## config.mk

```make
export PLATFORM = sky130hd
export DESIGN_NAME = boot_crc_sequencer
export DESIGN_NICKNAME = d
export VERILOG_FILES = /design/src/rtl/boot_seq_pkg.sv /design/src/rtl/boot_crc32_step.sv /design/src/rtl/boot_opt_capture.sv /design/src/rtl/boot_seq_ctrl.sv /design/src/rtl/boot_crc_sequencer.sv
export SDC_FILE = /design/constraint.sdc
export NUM_CORES = 1
export LEC_CHECK = 0
export BUFFER_PORTS_ARGS = -buffer_cell sky130_fd_sc_hd__buf_2
export CAP_MARGIN = 0
export CORE_MARGIN = 1.5
export CORE_UTILIZATION = 35
export DETAILED_ROUTE_END_ITERATION = 16
export GPL_TIMING_DRIVEN = 0
export SYNTH_ARGS = -nofsm -noshare
export SYNTH_HDL_FRONTEND = slang
export SYNTH_SLANG_ARGS = --single-unit
```

## constraint.sdc

```tcl
create_clock -name clk -period 6.1 [get_ports clk]
set_input_delay 0.61 -clock clk [delete_from_list [all_inputs] [get_ports clk]]
set_output_delay 0.61 -clock clk [all_outputs]
set_load 0.02 [all_outputs]
```

## src/rtl/boot_seq_pkg.sv

```systemverilog
// Package: shared constants and types for the dual-header CRC boot sequencer.
// Assumes 32-bit CRC and header words at least as wide as addresses.
package boot_seq_pkg;

    localparam int CRC_W         = 32;
    localparam int HDR_WORDS     = 5;
    localparam int HDR_CRC_WORDS = 4;
    localparam int IDX_W         = $clog2(HDR_WORDS);

    // Word offsets inside a header
    localparam int HW_START = 0;
    localparam int HW_RBEG  = 1;
    localparam int HW_REND  = 2;
    localparam int HW_RCRC  = 3;
    localparam int HW_HCRC  = 4;

    // Option codes with an assigned loader
    localparam logic [2:0] OPT_SER_MAIN = 3'b110;
    localparam logic [2:0] OPT_CAN      = 3'b101;
    localparam logic [2:0] OPT_SER_ALT  = 3'b111;

    typedef enum logic [1:0] {
        LDR_NONE     = 2'd0,
        LDR_SER_MAIN = 2'd1,
        LDR_CAN      = 2'd2,
        LDR_SER_ALT  = 2'd3
    } ldr_mode_e;

    typedef enum logic [3:0] {
        S_INIT, S_HRD, S_HWT, S_HCHK, S_RRD, S_RWT, S_RCHK, S_FAIL, S_END
    } seq_state_e;

endpackage

```

## src/rtl/boot_crc32_step.sv

```systemverilog
// Module: one combinational CRC update over a full data word, MSB first.
// Assumes DATA_W bits are absorbed per call; no state is held here.
module boot_crc32_step #(
    parameter int                                DATA_W = 32,
    parameter logic [boot_seq_pkg::CRC_W-1:0]    POLY   = 32'h04C11DB7
) (
    input  logic [boot_seq_pkg::CRC_W-1:0] crc_i,
    input  logic [DATA_W-1:0]              data_i,
    output logic [boot_seq_pkg::CRC_W-1:0] crc_o
);
    import boot_seq_pkg::*;

    logic [CRC_W-1:0] acc;
    logic             fb;

    // Shift every data bit through the linear feedback register
    always_comb begin
        acc = crc_i;
        fb  = 1'b0;
        for (int i = DATA_W - 1; i >= 0; i--) begin
            fb  = acc[CRC_W-1] ^ data_i[i];
            acc = {acc[CRC_W-2:0], 1'b0};
            if (fb) begin
                acc = acc ^ POLY;
            end
        end
        crc_o = acc;
    end

endmodule

```

## src/rtl/boot_opt_capture.sv

```systemverilog
// Module: latches the loader option pins while reset is held and decodes them.
// Assumes rst_n is synchronous; the last sample before release is kept.
module boot_opt_capture (
    input  logic                    clk,
    input  logic                    rst_n,
    input  logic [2:0]              opt_pins,
    output boot_seq_pkg::ldr_mode_e mode_o,
    output logic                    bad_o
);
    import boot_seq_pkg::*;

    logic [2:0] opt_q;

    // Track the pins during reset, freeze them once reset is released
    always_ff @(posedge clk) begin
        if (!rst_n) begin
            opt_q <= opt_pins;
        end
    end

    // Map the latched code onto a loader selection
    always_comb begin
        bad_o = 1'b0;
        unique case (opt_q)
            OPT_SER_MAIN: mode_o = LDR_SER_MAIN;
            OPT_CAN:      mode_o = LDR_CAN;
            OPT_SER_ALT:  mode_o = LDR_SER_ALT;
            default: begin
                mode_o = LDR_NONE;
                bad_o  = 1'b1;
            end
        endcase
    end

endmodule

```

## src/rtl/boot_seq_ctrl.sv

```systemverilog
// Module: sequencing FSM. Reads a header, checks its CRC, then checks the code
// range, retrying once with the secondary header before falling back.
// Assumes one outstanding read and DATA_W >= ADDR_W, DATA_W >= CRC_W.
module boot_seq_ctrl #(
    parameter int                ADDR_W       = 32,
    parameter int                DATA_W       = 32,
    parameter logic [ADDR_W-1:0] PRI_HDR_ADDR = '0,
    parameter logic [ADDR_W-1:0] SEC_HDR_ADDR = ADDR_W'(16)
) (
    input  logic                            clk,
    input  logic                            rst_n,
    output logic [ADDR_W-1:0]               mem_addr,
    output logic                            mem_rd,
    input  logic [DATA_W-1:0]               mem_rdata,
    input  logic                            mem_rvalid,
    output logic [boot_seq_pkg::CRC_W-1:0]  crc_q,
    input  logic [boot_seq_pkg::CRC_W-1:0]  crc_nxt,
    input  boot_seq_pkg::ldr_mode_e         opt_mode,
    input  logic                            opt_reserved,
    output logic                            boot_done,
    output logic                            boot_jump,
    output logic [ADDR_W-1:0]               boot_addr,
    output boot_seq_pkg::ldr_mode_e         ldr_mode,
    output logic                            opt_bad
);
    import boot_seq_pkg::*;

    localparam logic [CRC_W-1:0] CRC_INIT = '1;
    localparam logic [IDX_W-1:0] IDX_LAST = IDX_W'(HDR_WORDS - 1);
    localparam logic [IDX_W-1:0] IDX_CRCN = IDX_W'(HDR_CRC_WORDS);

    seq_state_e        state_q;
    logic              use_sec_q;
    logic [IDX_W-1:0]  idx_q;
    logic [DATA_W-1:0] hdr_q [HDR_WORDS];
    logic [ADDR_W-1:0] ptr_q;

    logic [ADDR_W-1:0] hdr_base;
    logic [ADDR_W-1:0] rng_beg;
    logic [ADDR_W-1:0] rng_end;
    logic              hdr_ok;
    logic              rng_ok;

    // Decode header fields and the pass conditions
    always_comb begin
        hdr_base = use_sec_q ? SEC_HDR_ADDR : PRI_HDR_ADDR;
        rng_beg  = hdr_q[HW_RBEG][ADDR_W-1:0];
        rng_end  = hdr_q[HW_REND][ADDR_W-1:0];
        hdr_ok   = (~crc_q == hdr_q[HW_HCRC][CRC_W-1:0]) && !(rng_end < rng_beg);
        rng_ok   = (~crc_q == hdr_q[HW_RCRC][CRC_W-1:0]);
    end

    // Drive the memory read port from the current state
    always_comb begin
        mem_rd   = (state_q == S_HRD) || (state_q == S_RRD);
        mem_addr = (state_q == S_HRD) ? hdr_base + ADDR_W'(idx_q) : ptr_q;
    end

    // Main sequencing state machine and result registers
    always_ff @(posedge clk) begin
        if (!rst_n) begin
            state_q   <= S_INIT;
            use_sec_q <= 1'b0;
            idx_q     <= '0;
            ptr_q     <= '0;
            crc_q     <= CRC_INIT;
            for (int i = 0; i < HDR_WORDS; i++) begin
                hdr_q[i] <= '0;
            end
            boot_done <= 1'b0;
            boot_jump <= 1'b0;
            boot_addr <= '0;
            ldr_mode  <= LDR_NONE;
            opt_bad   <= 1'b0;
        end else begin
            boot_done <= 1'b0;
            unique case (state_q)
                S_INIT: begin
                    use_sec_q <= 1'b0;
                    idx_q     <= '0;
                    crc_q     <= CRC_INIT;
                    state_q   <= S_HRD;
                end
                S_HRD: state_q <= S_HWT;
                S_HWT: begin
                    if (mem_rvalid) begin
                        hdr_q[idx_q] <= mem_rdata;
                        if (idx_q < IDX_CRCN) begin
                            crc_q <= crc_nxt;
                        end
                        if (idx_q == IDX_LAST) begin
                            state_q <= S_HCHK;
                        end else begin
                            idx_q   <= idx_q + 1'b1;
                            state_q <= S_HRD;
                        end
                    end
                end
                S_HCHK: begin
                    if (hdr_ok) begin
                        crc_q   <= CRC_INIT;
                        ptr_q   <= rng_beg;
                        state_q <= S_RRD;
                    end else begin
                        state_q <= S_FAIL;
                    end
                end
                S_RRD: state_q <= S_RWT;
                S_RWT: begin
                    if (mem_rvalid) begin
                        crc_q <= crc_nxt;
                        if (ptr_q == rng_end) begin
                            state_q <= S_RCHK;
                        end else begin
                            ptr_q   <= ptr_q + 1'b1;
                            state_q <= S_RRD;
                        end
                    end
                end
                S_RCHK: begin
                    if (rng_ok) begin
                        boot_addr <= hdr_q[HW_START][ADDR_W-1:0];
                        boot_jump <= 1'b1;
                        boot_done <= 1'b1;
                        state_q   <= S_END;
                    end else begin
                        state_q <= S_FAIL;
                    end
                end
                S_FAIL: begin
                    if (!use_sec_q) begin
                        use_sec_q <= 1'b1;
                        idx_q     <= '0;
                        crc_q     <= CRC_INIT;
                        state_q   <= S_HRD;
                    end else begin
                        ldr_mode  <= opt_mode;
                        opt_bad   <= opt_reserved;
                        boot_done <= 1'b1;
                        state_q   <= S_END;
                    end
                end
                default: state_q <= S_END;
            endcase
        end
    end

endmodule

```

## src/rtl/boot_crc_sequencer.sv

```systemverilog
// Module: top of the dual-header CRC boot sequencer. Wires the option latch,
// the CRC word step and the control FSM together.
// Assumes memory answers every strobe exactly once with mem_rvalid.
module boot_crc_sequencer #(
    parameter int                ADDR_W       = 32,
    parameter int                DATA_W       = 32,
    parameter logic [ADDR_W-1:0] PRI_HDR_ADDR = '0,
    parameter logic [ADDR_W-1:0] SEC_HDR_ADDR = ADDR_W'(16)
) (
    input  logic              clk,
    input  logic              rst_n,
    input  logic [2:0]        opt_pins,
    output logic [ADDR_W-1:0] mem_addr,
    output logic              mem_rd,
    input  logic [DATA_W-1:0] mem_rdata,
    input  logic              mem_rvalid,
    output logic              boot_done,
    output logic              boot_jump,
    output logic [ADDR_W-1:0] boot_addr,
    output logic [1:0]        ldr_mode,
    output logic              opt_bad
);
    import boot_seq_pkg::*;

    logic [CRC_W-1:0] crc_q;
    logic [CRC_W-1:0] crc_nxt;
    ldr_mode_e        opt_mode;
    logic             opt_reserved;
    ldr_mode_e        mode_r;

    boot_opt_capture u_opt (
        .clk      (clk),
        .rst_n    (rst_n),
        .opt_pins (opt_pins),
        .mode_o   (opt_mode),
        .bad_o    (opt_reserved)
    );

    boot_crc32_step #(
        .DATA_W (DATA_W)
    ) u_crc (
        .crc_i  (crc_q),
        .data_i (mem_rdata),
        .crc_o  (crc_nxt)
    );

    boot_seq_ctrl #(
        .ADDR_W       (ADDR_W),
        .DATA_W       (DATA_W),
        .PRI_HDR_ADDR (PRI_HDR_ADDR),
        .SEC_HDR_ADDR (SEC_HDR_ADDR)
    ) u_ctrl (
        .clk          (clk),
        .rst_n        (rst_n),
        .mem_addr     (mem_addr),
        .mem_rd       (mem_rd),
        .mem_rdata    (mem_rdata),
        .mem_rvalid   (mem_rvalid),
        .crc_q        (crc_q),
        .crc_nxt      (crc_nxt),
        .opt_mode     (opt_mode),
        .opt_reserved (opt_reserved),
        .boot_done    (boot_done),
        .boot_jump    (boot_jump),
        .boot_addr    (boot_addr),
        .ldr_mode     (mode_r),
        .opt_bad      (opt_bad)
    );

    // Present the loader selection as a plain vector
    assign ldr_mode = mode_r;

endmodule

```

# --- Yosys cells after proc, flatten, opt, wreduce, memory -nomap -nowiden ---
# Memories as Yosys holds them, arrays and structs flattened. A register that Yosys moved wholly into a read port is not among the register bits.
# Cells that the tools add are included.
totals:
  wordCells: 189
  n_memories: 1
  mem_bits_rw: 160
  latch_bits: 0
  input_bits: 38
  output_inout_bits: 70
  reg_bits: 80
  mem_bits_ro: 0
mem_list:
  columns: ["memory", "depth", "width", "rd", "rd_ports_with_merged_regs", "write_ports", "line_no", "rtl"]
  rows:
  - ["u_ctrl.hdr_q", 5, 32, 5, 1, 5, "boot_seq_ctrl.sv:35", "logic [DATA_W-1:0] hdr_q [HDR_WORDS];"]
op_classes:
  reduce_logical: 17
  shift: 0
  bitwise: 65
  muxes: 70
  div_mod_pow: 0
  n_eq_ne: 21
  addsub: 3
  n_lt_le_gt_ge: 2
  n_mul: 0
op_table:
  columns: ["cell", "n"]
  rows:
  - ["two-way mux 27 bit", 32]
  - ["NOT 14 bit", 32]
  - ["two-way mux 32 bit", 10]
  - ["case mux 32 bit (5 select lines)", 1]
  - ["== test 32 bit", 3]
  - ["case mux 32 bit (2 select lines)", 1]
  - ["adder 32 x 1 -> 32 bit (second input constant)", 1]
  - ["adder 32 x 3 -> 32 bit", 1]
  - ["< comparator 32 bit", 1]
  - ["NOT 32 bit", 1]
  - ["case mux 4 bit (8 select lines)", 1]
  - ["OR reduction 32 bit", 1]
  - ["XOR 1 bit", 32]
  - ["== test 4 x 3 -> 1 bit (second input constant)", 4]
  - ["two-way mux 4 bit", 4]
  - ["== test 3 bit (second input constant)", 4]
  - ["two-way mux 3 bit", 4]
  - ["!= test 2 bit (second input constant)", 5]
  - ["two-way mux 1 bit", 9]
  - ["case mux 3 bit (3 select lines)", 1]
  - ["== test 4 x 2 -> 1 bit (second input constant)", 2]
  - ["AND reduction 4 bit", 2]
  - ["two-way mux 2 bit", 3]
  - ["case mux 2 bit (3 select lines)", 1]
  - ["other kinds (16)", 22]

# --- Longest topological paths before layout ---
depth:
  word_depth: 67
  ltp_mapped: 16
  depth_no_buf: 14

# --- Modules after synthesis ---
# Synthesis repeated with hierarchy kept, for this count alone.
hier_totals:
  cells_unflattened: 1564
  area_unflattened_um2: 16592.2
modules_own_cells:
  columns: ["mod", "area_each_um2", "instances", "seq_area_each_um2", "cells_per_inst"]
  rows:
  - ["boot_seq_ctrl", 13392.8, 1, 6986.7, 1300]
  - ["boot_crc32_step", 3088.0, 1, 0.0, 257]
  - ["boot_opt_capture", 111.4, 1, 90.1, 7]

# --- Worst setup path before layout ---
# No wires, ideal clock.
synth_timing:
  path_type: "reg-to-reg"
  startpoint: "register u_ctrl.state_q[1]"
  endpoint: "memory u_ctrl.hdr_q[1][0] (enable)"
  path_stages_with_launch: 8
  n_path_buf: 1
  path_slack_ns: 1.827
  period_less_slack_ns: 4.273
  setup_time_ns: 0.466
  required_ns: 5.634
  t_arrival_ns: 3.807
  path_cell_list: "dfxtp_1 > clkbuf_1 > nand2b_1 > nor3_1 > and3_1 > nor2b_1 > nand2_1 > o21ai_0"
synth_rtl:
  columns: ["item", "line_no", "rtl"]
  rows:
  - ["start, declared", "boot_seq_ctrl.sv:32", "seq_state_e state_q;"]
  - ["start signal, assigned", "boot_seq_ctrl.sv:62", "state_q <= S_INIT;"]
  - ["start signal, assigned", "boot_seq_ctrl.sv:82", "state_q <= S_HRD;"]
  - ["start signal, assigned", "boot_seq_ctrl.sv:84", "S_HRD: state_q <= S_HWT;"]
  - ["end, declared", "boot_seq_ctrl.sv:35", null]

==> results.py <==
metrics = {
    "logic_synthesis": {
        "netlist_area_um2": 16000,
        "avgSynthCellArea_um2": 10.8,
        "synth_edf_count": 163,
        "ys_ff_latch": 272,
        "netlist_instances": 1482,
        "synthFlopType": "edfxtp_1",
        "yosysWarnings": 0,
        "synth.top_cell.area_share": 0.307,
        "synthTopCellsByArea": "edfxtp_1, dfxtp_1, xnor2_1",
        "yosysMostFrequentCell": "xnor2_1",
        "async_reset_ff_frac": 0,
        "ys_types": 54,
        "yosys-top-cells-count": "xnor2_1, edfxtp_1, and2_1, dfxtp_1, nor2_1",
        "yosysSeqAreaShare": 0.443,
        "synth_nets": 1554,
        "yosys.area.top_type": "edfxtp_1",
    },
    "timing": {
        "finalSetupViolCount": 0,
        "fmax_ghz": 0.213,
        "fin_crit_sh": 0.771,
        "worstMarginPinSlew_ps": 1320,
        "finalClockSkew_ps": 19.4,
        "final-hold-violation-count": 0,
        "rsz0062_at_grt": "false",
        "final.setup.worst_slack_ps": 1400,
        "period_needed_ps": 4700,
        "slew_headroom": 0.118,
        "slew_violations": 0,
        "fin_setup_tns_ps": 0,
    },
    "detailed_routing": {
        "via_count": 11200,
        "drtIter0Drc": 1026,
        "met3_length_mm": 2.25,
        "wl_met2_mm": 22.8,
        "ant_nets": 0,
        "vias_per_cell": 5.00,
        "routed_wl_mm": 46.8,
        "highest_layer": "met4",
        "route.detailed.drc": 0,
        "firstDrtPassIters": 5,
        "routedWlPerCell_um": 20.8,
        "m1WireLength_mm": 20.0,
    },
    "layout": {
        "n_antenna_cell": 0,
        "nets": 1694,
        "layout-drive-gt1-share": 0.142,
        "area_growth_pct": 14.4,
        "final.fill_count": 4383,
        "final_area_um2": 18300,
    },
    "place": {
        "dp_slack_ps": 1340,
        "io_buffers": 107,
        "dpl-instance-area_um2": 17300,
        "gp_congestion": 0.937,
        "hpwlAfterDp_mm": 36.2,
    },
    "floorplan": {
        "core_area_um2": 45200,
        "dieWidth_um": 217,
        "ios": 108,
        "start_util": 0.353,
        "fp-row-count": 78,
        "die_area_um2": 46900,
        "dieHeight_um": 217,
    },
    "global_routing": {
        "track_usage": 0.198,
        "overflow": 0,
        "grt_pass1_vias": 11100,
        "grt_max_degree": 33,
        "grt_antenna_before_repair": 0,
        "grt_pass1_wl_mm": 70.1,
    },
    "setup_path": {
        "critPathKind": "reg2reg",
        "crit_path_max_fanout": 10,
        "cp.arrival_ps": 5210,
        "rrSetupSlack_ps": 1400,
        "crit_required_ps": 6610,
        "startpoint_type": "flip-flop",
        "end_kind": "flip-flop",
    },
    "cts": {
        "hold_buffers": 0,
        "cts_buffers": 29,
        "htreeDepth": 1,
        "cts.path.max_buffers": 3,
        "path_clk_slew_ps": 60,
        "insertion_delay_ps": 580,
        "cts_tree": "yes",
        "root_buffer": "clkbuf_16",
        "clock_sink_count": 272,
        "ctsResizeCount": 0,
        "post-cts-setup-buffers": 0,
    },
    "outcome": {
        "outcome": "finished clean",
    },
    "run": {
        "drv_cap": 0,
    },
    "hold_path": {
        "hold_path.class": "in2reg",
    },
}
[cell usage in the layout (no fill, tap or decap), drive strengths merged, types with 2 or more instances in the layout]
| cell type | synthesis | routed |
|---|---|---|
| nor2 | 107 | 107 |
| and2 | 134 | 134 |
| nor2b | 31 | 31 |
| nand3 | 12 | 12 |
| nand3b | 3 | 3 |
| bufinv | 0 | 2 |
| dfxtp | 109 | 109 |
| o22a | 18 | 18 |
| mux2 | 4 | 4 |
| edfxtp | 163 | 163 |
| a21oi | 50 | 50 |
| a41oi | 5 | 5 |
| xor2 | 91 | 91 |
| o21ai | 21 | 21 |
| and3 | 52 | 52 |
| xnor2 | 275 | 275 |
| a22oi | 7 | 7 |
| mux2i | 47 | 47 |
| a21o | 21 | 21 |
| a31oi | 12 | 12 |
| xor3 | 3 | 3 |
| nor3b | 3 | 3 |
| o221a | 20 | 20 |
| buf | 7 | 116 |
| nor4 | 13 | 13 |
| nand4 | 27 | 27 |
| or2 | 12 | 12 |
| inv | 34 | 36 |
| clkbuf | 69 | 112 |
| xnor3 | 7 | 7 |
| or3b | 2 | 2 |
| nand2 | 56 | 56 |
| ha | 34 | 34 |
| nor3 | 11 | 11 |
| clkinv | 1 | 7 |
| nand2b | 9 | 9 |
[critical path, stage by stage (launching register included)]
cell and delay [ps]:
edfxtp_1 430, ha_1 320, a21o_1 160, a21o_1 180, a21o_1 170, a21o_1 170
a21o_1 160, a2111oi_0 810, o221a_2 430, o21ai_0 160, nand4_1 380, or3b_2 250
clkbuf_1 330, clkbuf_1 480, o22a_1 190
[sequential cells by signal, summed over array words and instances (netlist names), 2 cells and up]
signal and flops:
u_ctrl.boot_addr 32, u_ctrl.crc_q 32, u_ctrl.hdr_q 160, u_ctrl.idx_q 3
u_ctrl.ldr_mode 2, u_ctrl.ptr_q 32, u_ctrl.state_q 4, u_opt.opt_q 3
[metrics by stage]
stage               hold WS [ps]  instances  utilization
floorplan                    453       1482            -
global placement             436       2189        0.382
detailed placement           443       2191        0.383
CTS                          206       2245        0.404
global route                 205       2245        0.404
finish                       220       2245        0.404
[path summary, 6_finish.rpt]
kind | startpoint | to | depth (start not counted)
max reg2reg | u_ctrl.hdr_q[2][1] | u_ctrl.crc_q[26] | 14
max | u_ctrl.hdr_q[2][1] | u_ctrl.crc_q[26] | 14
min reg2reg | u_ctrl.boot_jump | u_ctrl.boot_jump | 2
min | opt_pins[0] | u_opt.opt_q[0] | 1
[layer usage]
layer,global-route usage,vias to the layer above
li1,-,5379
met1,0.252,5440
met2,0.343,329
met3,0.0237,77
met4,0.0757,0
met5,0,-
[cell type report]
class                   count  area [um^2]  share of cell area
well taps                 600          751              0.0411
clock inverters            11          134             0.00733
repair buffers            109          583              0.0319
clock buffers              43          798              0.0437
plain buffers              76          297              0.0162
inverters                  35          131             0.00719
flip-flops and latches    272         7080               0.388
multi-input cells        1099         8490               0.465
[kinds of logic after synthesis]
family	synth area share
adders and majority gates	0.0266
DFF	0.443
buffers and inverters	0.0268
AOI/OAI and AO/OA	0.0709
and+or+nand+nor	0.160
xor gates and xnor gates	0.240
muxes	0.0323
Power is not shown: default switching activity piles up to over one toggle a cycle in this logic, so the estimate is an artifact.
